### src/rtl/xg_rx_pkg.sv
package xg_rx_pkg;

   localparam logic [7:0] K_START = 8'hFB;
   localparam logic [7:0] K_TERM  = 8'hFD;
   localparam logic [7:0] K_ERR   = 8'hFE;

   typedef enum logic [1:0] {
      ST_IDLE = 2'd0,
      ST_PRE  = 2'd1,
      ST_BODY = 2'd2
   } frm_state_t;

endpackage

### src/rtl/xg_lane_match.sv
// Per-lane detector for one fixed control code; bit 0 of hit is lane 0.
module xg_lane_match #(
   parameter int unsigned LANES = 8,
   parameter logic [7:0]  CODE  = 8'hFB
) (
   input  logic [8*LANES-1:0] data,
   input  logic [LANES-1:0]   ctrl,
   output logic [LANES-1:0]   hit
);

   for (genvar i = 0; i < LANES; i++) begin : g_lane
      assign hit[i] = ctrl[i] && (data[8*i +: 8] == CODE);
   end

endmodule

### src/rtl/xg_first_lane.sv
// Lowest set lane of a vector.
module xg_first_lane #(
   parameter int unsigned LANES = 8,
   parameter int unsigned LW    = 3
) (
   input  logic [LANES-1:0] vec,
   output logic             found,
   output logic [LW-1:0]    idx
);

   always_comb begin
      found = |vec;
      idx   = '0;
      for (int i = LANES - 1; i >= 0; i--) begin
         if (vec[i]) idx = i[LW-1:0];
      end
   end

endmodule

### src/rtl/xg_beat_align.sv
// Builds one output beat from the held upper part of the previous word and
// the lower lanes of the current word, shifted by the packet's start lane.
// Only shifts that the alignment parameter permits get a datapath.
module xg_beat_align #(
   parameter int unsigned LANES = 8,
   parameter int unsigned ALIGN = 4,
   parameter int unsigned LW    = 3
) (
   input  logic [8*LANES-1:0] hold_data,
   input  logic [LANES-1:0]   hold_mask,
   input  logic [8*LANES-1:0] cur_data,
   input  logic [LANES-1:0]   cur_lo,
   input  logic [LW-1:0]      shift,
   output logic [8*LANES-1:0] beat_data,
   output logic [LANES-1:0]   beat_keep
);

   localparam int unsigned W = 8 * LANES;

   logic [W-1:0]     cand_d [LANES];
   logic [LANES-1:0] cand_k [LANES];
   logic [W-1:0]     raw_d;

   for (genvar k = 0; k < LANES; k++) begin : g_shift
      if ((k % ALIGN) == 0) begin : g_on
         assign cand_d[k] = W'({cur_data, hold_data} >> (8 * k));
         assign cand_k[k] = LANES'({cur_lo, hold_mask} >> k);
      end else begin : g_off
         assign cand_d[k] = '0;
         assign cand_k[k] = '0;
      end
   end

   assign raw_d     = cand_d[shift];
   assign beat_keep = cand_k[shift];

   for (genvar i = 0; i < LANES; i++) begin : g_mask
      assign beat_data[8*i +: 8] = beat_keep[i] ? raw_d[8*i +: 8] : 8'h00;
   end

endmodule

### src/rtl/xg_rx_framer.sv
module xg_rx_framer
   import xg_rx_pkg::*;
#(
   parameter int unsigned DATA_W      = 64,
   parameter int unsigned ALIGN_LANES = 4
) (
   input  logic                  clk,
   input  logic                  rst_n,
   input  logic [DATA_W-1:0]     rx_data,
   input  logic [DATA_W/8-1:0]   rx_ctrl,
   output logic [DATA_W-1:0]     m_data,
   output logic [DATA_W/8-1:0]   m_keep,
   output logic                  m_valid,
   output logic                  m_first,
   output logic                  m_last,
   output logic                  m_err
);

   localparam int unsigned LANES = DATA_W / 8;
   localparam int unsigned LW    = (LANES > 1) ? $clog2(LANES) : 1;

   if ((DATA_W % 8) != 0 || LANES < 2) begin : g_bad_width
      $error("xg_rx_framer: DATA_W must be a multiple of 8 with at least two lanes");
   end
   if (ALIGN_LANES < 1 || ALIGN_LANES >= LANES) begin : g_bad_align
      $error("xg_rx_framer: ALIGN_LANES must lie in 1 .. lanes-1");
   end

   function automatic logic [LANES-1:0] lanes_allowed();
      logic [LANES-1:0] m;
      for (int i = 0; i < LANES; i++) m[i] = ((i % int'(ALIGN_LANES)) == 0);
      return m;
   endfunction

   localparam logic [LANES-1:0] ALLOW_M = lanes_allowed();

   // ---------------------------------------------------------------- detection
   logic [LANES-1:0] st_hit, tm_hit, er_hit;

   xg_lane_match #(.LANES(LANES), .CODE(K_START)) u_m_start (
      .data(rx_data), .ctrl(rx_ctrl), .hit(st_hit));
   xg_lane_match #(.LANES(LANES), .CODE(K_TERM)) u_m_term (
      .data(rx_data), .ctrl(rx_ctrl), .hit(tm_hit));
   xg_lane_match #(.LANES(LANES), .CODE(K_ERR)) u_m_err (
      .data(rx_data), .ctrl(rx_ctrl), .hit(er_hit));

   logic          st_ok, end_found;
   logic [LW-1:0] st_idx, end_idx;

   xg_first_lane #(.LANES(LANES), .LW(LW)) u_f_start (
      .vec(st_hit & ALLOW_M), .found(st_ok), .idx(st_idx));
   xg_first_lane #(.LANES(LANES), .LW(LW)) u_f_end (
      .vec(st_hit | tm_hit), .found(end_found), .idx(end_idx));

   // ---------------------------------------------------------------- state
   frm_state_t       state_q;
   logic [LW-1:0]    lane_q;
   logic [DATA_W-1:0] hold_data_q;
   logic [LANES-1:0] hold_mask_q;
   logic             err_q;
   logic             first_q;

   logic             in_pkt;
   logic [LANES-1:0] lt_end, ge_lane, ge_base;
   logic [LANES-1:0] cur_mask, up_mask, lo_mask;
   logic             cur_err;

   always_comb begin
      in_pkt = (state_q != ST_IDLE);
      for (int i = 0; i < LANES; i++) begin
         lt_end[i]  = !end_found || (i < int'(end_idx));
         ge_lane[i] = (i >= int'(lane_q));
      end
      ge_base  = (state_q == ST_PRE) ? ge_lane : '1;
      cur_mask = in_pkt ? (lt_end & ge_base) : '0;
      up_mask  = cur_mask & ge_lane;
      lo_mask  = cur_mask & ~ge_lane;
      cur_err  = in_pkt && ((|(er_hit & lt_end)) || (end_found && st_hit[end_idx]));
   end

   // ---------------------------------------------------------------- beat
   logic [DATA_W-1:0] beat_data;
   logic [LANES-1:0]  beat_keep;
   logic              beat_valid, beat_last;

   xg_beat_align #(.LANES(LANES), .ALIGN(ALIGN_LANES), .LW(LW)) u_align (
      .hold_data (hold_data_q),
      .hold_mask (hold_mask_q),
      .cur_data  (rx_data),
      .cur_lo    (lo_mask),
      .shift     (lane_q),
      .beat_data (beat_data),
      .beat_keep (beat_keep)
   );

   assign beat_valid = |hold_mask_q;
   assign beat_last  = beat_valid && (up_mask == '0);

   // ---------------------------------------------------------------- registers
   always_ff @(posedge clk or negedge rst_n) begin
      if (!rst_n) begin
         state_q     <= ST_IDLE;
         lane_q      <= '0;
         hold_data_q <= '0;
         hold_mask_q <= '0;
         err_q       <= 1'b0;
         first_q     <= 1'b0;
         m_data      <= '0;
         m_keep      <= '0;
         m_valid     <= 1'b0;
         m_first     <= 1'b0;
         m_last      <= 1'b0;
         m_err       <= 1'b0;
      end else begin
         m_data  <= beat_data;
         m_keep  <= beat_keep;
         m_valid <= beat_valid;
         m_first <= beat_valid && first_q;
         m_last  <= beat_last;
         m_err   <= beat_last && (err_q || cur_err);

         hold_data_q <= rx_data;
         hold_mask_q <= up_mask;

         if (beat_valid) first_q <= 1'b0;

         case (state_q)
            ST_IDLE: begin
               if (st_ok) begin
                  state_q <= ST_PRE;
                  lane_q  <= st_idx;
                  err_q   <= 1'b0;
                  first_q <= 1'b1;
               end
            end
            default: begin
               err_q   <= err_q || cur_err;
               state_q <= end_found ? ST_IDLE : ST_BODY;
            end
         endcase
      end
   end

   // ---------------------------------------------------------------- assertions
   a_r2_lane_allowed: assert property (@(posedge clk) disable iff (!rst_n)
      (state_q != ST_IDLE) |-> ALLOW_M[lane_q]);

   a_r4_full_unless_last: assert property (@(posedge clk) disable iff (!rst_n)
      (m_valid && !m_last) |-> (m_keep == '1));

   a_r4_no_gap: assert property (@(posedge clk) disable iff (!rst_n)
      ($past(m_valid) && !$past(m_last)) |-> m_valid);

   a_r5_keep_contig: assert property (@(posedge clk) disable iff (!rst_n)
      m_valid |-> ((m_keep != '0) && ((m_keep & (m_keep + 1'b1)) == '0)));

   a_r3_first_opens: assert property (@(posedge clk) disable iff (!rst_n)
      (m_valid && (!$past(m_valid) || $past(m_last))) |-> m_first);

   a_r3_first_once: assert property (@(posedge clk) disable iff (!rst_n)
      (m_valid && $past(m_valid) && !$past(m_last)) |-> !m_first);

   a_r6_err_on_last: assert property (@(posedge clk) disable iff (!rst_n)
      m_err |-> (m_valid && m_last));

   a_r9_quiet: assert property (@(posedge clk) disable iff (!rst_n)
      !m_valid |-> ((m_keep == '0) && (m_data == '0) && !m_first && !m_last && !m_err));

endmodule

### config.mk
export PLATFORM = sky130hd
export DESIGN_NAME = xg_rx_framer
export DESIGN_NICKNAME = d
export VERILOG_FILES = /design/src/rtl/xg_rx_pkg.sv /design/src/rtl/xg_lane_match.sv /design/src/rtl/xg_first_lane.sv /design/src/rtl/xg_beat_align.sv /design/src/rtl/xg_rx_framer.sv
export SDC_FILE = /design/constraint.sdc
export NUM_CORES = 1
export LEC_CHECK = 0
export ABC_CLOCK_PERIOD_IN_PS = 2540
export BUFFER_PORTS_ARGS = -buffer_cell sky130_fd_sc_hd__buf_2
export CORE_MARGIN = 1
export CORE_UTILIZATION = 35
export CTS_BUF_LIST = sky130_fd_sc_hd__clkbuf_4
export DETAILED_ROUTE_END_ITERATION = 10
export GPL_TIMING_DRIVEN = 0
export PLACE_DENSITY = 0.56
export REMOVE_ABC_BUFFERS = 1
export SYNTH_ARGS = -nofsm -noshare
export SYNTH_HDL_FRONTEND = slang
export SYNTH_SLANG_ARGS = --single-unit
### constraint.sdc
create_clock -name clk -period 2.54 [get_ports clk]
set_input_delay 0.508 -clock clk [delete_from_list [all_inputs] [get_ports clk]]
set_output_delay 0.508 -clock clk [all_outputs]
set_load 0.1 [all_outputs]
* Word level (Yosys, flattened, before mapping)
Index checks and enable logic that the tools add are counted.
** Word-level totals
- Output and inout port bits :: 76
- Register bits :: 155
** Operators by class
- Bitwise operators :: 7
- Reduce and logical (&&, ||, !) cells :: 47
- Equal/unequal tests :: 26
- Order comparisons :: 16
- Mux-type cells :: 36
** Operators with widths (count)
- binary-select mux 64 bit (select 3 bit) :: 1
- == test 8 bit, second input constant :: 24
- two-way mux 64 bit :: 2
- two-way mux 8 bit :: 11
- two-way mux 3 bit :: 10
- logical AND 1 bit :: 29
- bitwise AND 8 bit :: 3
- binary-select mux 8 bit (select 3 bit) :: 1
- OR reduction 8 bit :: 3
- greater-or-equal comparator 3 bit, first input constant :: 3
- logical OR 1 bit :: 9
- < comparator 3 bit, first input constant :: 3
- zero test 8 bit :: 1
- bitwise OR 8 bit :: 1
- two-way mux 7 bit :: 1
- greater-or-equal comparator 1 x 3 -> 1 bit, first input constant :: 2
- greater-or-equal comparator 2 x 3 -> 1 bit, first input constant :: 2
- < comparator 1 x 3 -> 1 bit, first input constant :: 2
- < comparator 2 x 3 -> 1 bit, first input constant :: 2
- two-way mux 1 bit :: 6
- two-way mux 2 bit :: 3
- bitwise AND 4 bit :: 1
- greater-or-equal comparator 4 bit, second input constant :: 1
- < comparator 3 x 4 -> 1 bit, second input constant :: 1
- other kinds (10) :: 10

* Depth between registers and ports, before layout
- Word-level depth :: 20
- Depth in mapped cells :: 9
- Depth with buffers taken out :: 8

* By module
From an unflattened synthesis, not the netlist that was laid out.
** Unflattened totals
- Cells, all modules :: 541
- Area total of the unflattened synthesis :: 6601.3 µm²
** Modules (own cells, without submodules)
- xg_rx_framer :: area each 4538.1 µm², instances 1, cells an instance 258
- xg_beat_align :: area each 1268.7 µm², instances 1, cells an instance 161
- xg_lane_match at u_m_err ... :: area each 210.2 µm², instances 2, cells an instance 32
- xg_lane_match at u_m_start :: area each 211.5 µm², instances 1, cells an instance 32
- xg_first_lane :: area each 81.3 µm², instances 2, cells an instance 13

* Worst setup path after synthesis
Ideal clock, no wire load.
- Path kind :: input to register
- From :: input rx_data[28]
- To :: register m_err
- Path buffers :: 0
- Library setup time :: 130 ps
- Arrival :: 2137 ps
- Stages :: 7
- Path slack :: 273 ps
- Cell sequence :: nand4_1 > or3_4 > a211oi_2 > o22ai_2 > a2111o_1 > and3_4 > nor3b_2
** On the way
- Longest elaborated chain between the ends :: 15
- Elaborated cells between the ends (all ways) :: 41
- Classes of those cells :: 7 x order compare; 3 x eq/ne; 7 x mux; 4 x bitwise; 20 x reduce/logical
** Ends and longest elaborated chain
- from (decl) :: line xg_rx_framer.sv:9 : input logic [DATA_W-1:0] rx_data,
- == test 8 bit :: line xg_lane_match.sv:12 : assign hit[i] = ctrl[i] && (data[8*i +: 8] == CODE);
- logical AND 1 bit :: line xg_lane_match.sv:12
- bitwise OR 8 bit (*) :: line xg_rx_framer.sv:53 : .vec(st_hit | tm_hit), .found(end_found), .idx(end_idx));
- two-way mux 3 bit (4 in series) :: line xg_first_lane.sv:15 : if (vec[i]) idx = i[LW-1:0];
- < comparator 1 x 3 -> 1 bit, or another cell as far along :: line xg_rx_framer.sv:71 : lt_end[i] = !end_found || (i < int'(end_idx));
- logical OR 1 bit :: line xg_rx_framer.sv:71
- bitwise AND 8 bit (*) :: line xg_rx_framer.sv:75 : cur_mask = in_pkt ? (lt_end & ge_base) : '0;
- two-way mux 8 bit (*) :: line xg_rx_framer.sv:75
- bitwise AND 8 bit (*) :: line xg_rx_framer.sv:76 : up_mask = cur_mask & ge_lane;
- zero test 8 bit (*) :: line xg_rx_framer.sv:97 : assign beat_last = beat_valid && (up_mask == '0);
- logical AND 1 bit (*) :: line xg_rx_framer.sv:97
- net beat_last :: line xg_rx_framer.sv:84 : logic beat_valid, beat_last;
- logical AND 1 bit (*) :: line xg_rx_framer.sv:120 : m_err <= beat_last && (err_q || cur_err);
- to (signal assigned) :: line xg_rx_framer.sv:120
- to (decl) :: line xg_rx_framer.sv:16 : output logic m_err
The timed path passes the listed nets; every way through them passes the cells marked *. The select of a mux whose other input is x is not followed.
A chain may end at the register's enable or synchronous reset.

* Final worst setup path
- From :: input rx_data[5]
- To :: register m_data[41]
** On the way
- Longest elaborated chain between the ends :: 13
- Elaborated cells between the ends (all ways) :: 17
- Classes of those cells :: 1 x order compare; 2 x eq/ne; 6 x mux; 3 x bitwise; 5 x reduce/logical
** Ends and longest elaborated chain
- == test 8 bit :: line xg_lane_match.sv:12
- logical AND 1 bit :: line xg_lane_match.sv:12
- bitwise OR 8 bit (*) :: line xg_rx_framer.sv:53
- two-way mux 3 bit / OR reduction 8 bit (equally long branches) :: line xg_first_lane.sv:15, xg_first_lane.sv:12
- < comparator 1 x 3 -> 1 bit / zero test 1 bit (equally long branches) :: line xg_rx_framer.sv:71
- logical OR 1 bit (*) :: line xg_rx_framer.sv:71
- bitwise AND 8 bit (*) :: line xg_rx_framer.sv:75
- two-way mux 8 bit (*) :: line xg_rx_framer.sv:75
- bitwise AND 4 bit (*) :: line xg_rx_framer.sv:77 : lo_mask = cur_mask & ~ge_lane;
- binary-select mux 8 bit (select 3 bit) (*) :: line xg_beat_align.sv:35 : assign beat_keep = cand_k[shift];
- two-way mux 8 bit (implied by the code) (*) (2 in series) :: line xg_beat_align.sv:35
- two-way mux 8 bit (*) :: line xg_beat_align.sv:38 : assign beat_data[8*i +: 8] = beat_keep[i] ? raw_d[8*i +: 8] : 8'h00;
- net beat_data[41] :: line xg_rx_framer.sv:82 : logic [DATA_W-1:0] beat_data;
- to (signal assigned) :: line xg_rx_framer.sv:115 : m_data <= beat_data;
- to (decl) :: line xg_rx_framer.sv:11 : output logic [DATA_W-1:0] m_data,
Marked as above.

==> out/qor.txt <==
First-pass GRT wire length: 20300 um
Number of synthesized flops with an enable pin: 0
Skew final: 11.5 ps
Element type at the critical path start: input port
Async set-reset flop share out of synthesis: 100%
Crit path DAT: 2840 ps
GRT overflow: 0
H-tree Lvls: 4
CTS sink count: 153
Port Buf Inserts: 149
Initial core utilization: 35.9%
Final Util: 44.4%
Vias in the first global route: 3813
Peak supply drop: 0.579 mV
Worst path required time: 2920 ps
Layout cells sized above 1: 32.5%
FF+latch area: 3830 um^2
Clock Tree Buf Depth: 2
Core area: 15900 um^2
RePlAce Congestion: 0.864
Die Footprint: 16800 um^2
Max Cap Violations: 0
Synthesized area: 5700 um^2
Synth cell types: 49
Crit share post-route: 96.8%
Count of final hold-check violations: 0
Setup Buffers After CTS: 0
Root Buffer Master: clkbuf_4
Vias/cell: 4.64
Pins Over Slew Limit: 0
Slew at the pin closest to its max-slew limit: 989 ps
Rel. slew slack: 32.2%
WS Path Type: input port to flop
Inserted Clock Buffers: 17
Via Count: 3850
Fin nets: 674
Synth Register Bits: 153
Worst-path clk slew: 120 ps
Wire length per cell: 15.8 um
Avg Cell Area, Syn: 13.0 um^2
Total negative slack: 0 ps
Chip Height: 130 um
P per Cell Area: 1080 nW/um^2
# fillers: 1548
Final setup vio count: 0
DRC: 0
Main synth FF type: dfrtp_1
Area growth from synthesis to layout: 23.8%
TritonRoute pass-1 iters: 4
Rows: 46
Mapped Cells: 438
Multi-input combinational cell area: 1760 um^2
Initial antenna violation count: 1
Worst skew pair latency: 540 ps
All-Layer GR Usage: 16.4%
Initial DRC count: 148
Final hold slack: 82.4 ps
CTS tree: built
Placed cell count: 796
Leak pwr: 0.00338 uW
DP Wirelength: 9380 um
Seq/Total Area, Yosys: 67.2%
CP max FO: 9
RSZ-0062 raised after global routing: no
Area after DPL: 6740 um^2
IO Count: 150
Detailed Route WL: 13100 um
Fin crit period: 2460 ps
Status: complete, no violations
Hold crit path type: input port to flop
Die W: 130 um
Synth Warn #: 0
Final non-filler cell area: 7050 um^2
Post-Layout Cell Count: 829
Worst Setup End Kind: flop
Fmax: 407 MHz
Antenna-violating nets left: 0
Pin count of the biggest net entering global routing: 99
cell usage after synthesis (3+ instances only):
master    count  area [um^2]
a211oi_2      3         37.5
a21oi_1       6         30.0
buf_1         3         11.3
buf_2         3         15.0
clkbuf_1      3         11.3
dfrtp_1     153         3830
inv_1        19         71.3
mux2i_1      70          701
nand2_1      10         37.5
nand3_1      10         50.1
nand4_1       8         50.1
nor2_1       77          289
nor3_1       10         50.1
nor4_1        5         31.3
or3_1         6         37.5
or4_1         3         22.5
xnor2_1       7         61.3
area by class of cell:
class                      count  area share (%)
antenna                        1          0.0355
inverter                      21            1.12
sequential                   153            54.3
timing repair buffer         152            11.6
clock buffer                  18            1.92
tap                          216            3.83
multi-input combinational    255            25.0
clock inverter                13            2.20
flip-flops by register name (all words and copies together), names as in the netlist, 2 cells and up:
name and count:
state_q 2, hold_mask_q 8, m_data 64, m_keep 8
hold_data_q 64
where the power goes:
group | switching, uW | total, uW | internal, uW
sequential | 143 | 2950 | 2810
clock | 831 | 1510 | 678
combinational | 2680 | 3150 | 461
total | 3660 | 7600 | 3950
kinds of logic (layout without fill, tap and decap cells):
group                  after synthesis  after routing  synth area share (%)
XOR/XNOR                             9              9                  1.38
AO/OA/AOI/OAI                       25             25                  3.58
flip-flops                         153            153                  67.2
AND/OR/NAND/NOR                    151            151                  13.5
multiplexers                        70             70                  12.3
other                                0              1                     0
buffers and inverters               30            204                  2.04
path summary, 6_finish.rpt:
kind                       cells past startpoint  slack [ps]       startpoint         endpoint
setup / recovery                               7          80       rx_data[5]       m_data[41]
hold / removal                                 1          80      rx_data[35]  hold_data_q[35]
setup reg to reg                               3         150        lane_q[2]       m_data[41]
hold reg to reg                                2         500  hold_data_q[23]       m_data[23]
max in group asynchronous                      3        1180            rst_n        lane_q[2]
min in group asynchronous                      2         490            rst_n        m_keep[1]
layout by cell type (no fill, tap or decap), types with 6 or more instances in the layout:
cell,netlist,layout
xnor2_1,7,7
nand3_1,10,10
dfrtp_1,153,152
nor2_1,77,77
nor3_1,10,10
nand2_1,10,10
or3_1,6,6
nand4_1,8,8
buf_2,3,148
inv_1,19,19
clkbuf_4,0,18
mux2i_1,70,69
layer usage:
layer  global-route usage [%]  up-vias  part of all wire, %
met1                     21.6     1877                   46
met2                     26.1      117                   48
li1                         -     1850                    -
met5                        0        -                    0
met4                     4.92        0                 0.65
met3                     5.16        6                  6.3
metrics by stage:
| step | total power [uW] | setup WS [ps] |
|---|---|---|
| final | 7600 | 81.6 |
| after global routing | 7950 | 0.281 |
| after CTS | 7700 | 54.7 |
| after detailed placement | 6170 | -505 |
| after global placement | 6150 | -2760 |
| after floorplan | 5500 | -1280 |
critical path: stages:
cell and delay [ps]:
buf_2 100, nand4_1 160, nor4_1 700, or2_1 310, nor2_1 110, mux2i_1 780, nor2_1 160
repair_timing:
action | in CTS | in global routing
hold endpoints to repair | 55 | 0
hold buffers | 1 | 0
resized for setup | 2 | 1
endpoints found under the setup margin | 16 | 1
Note: power is estimated with default switching activity, not from simulation.
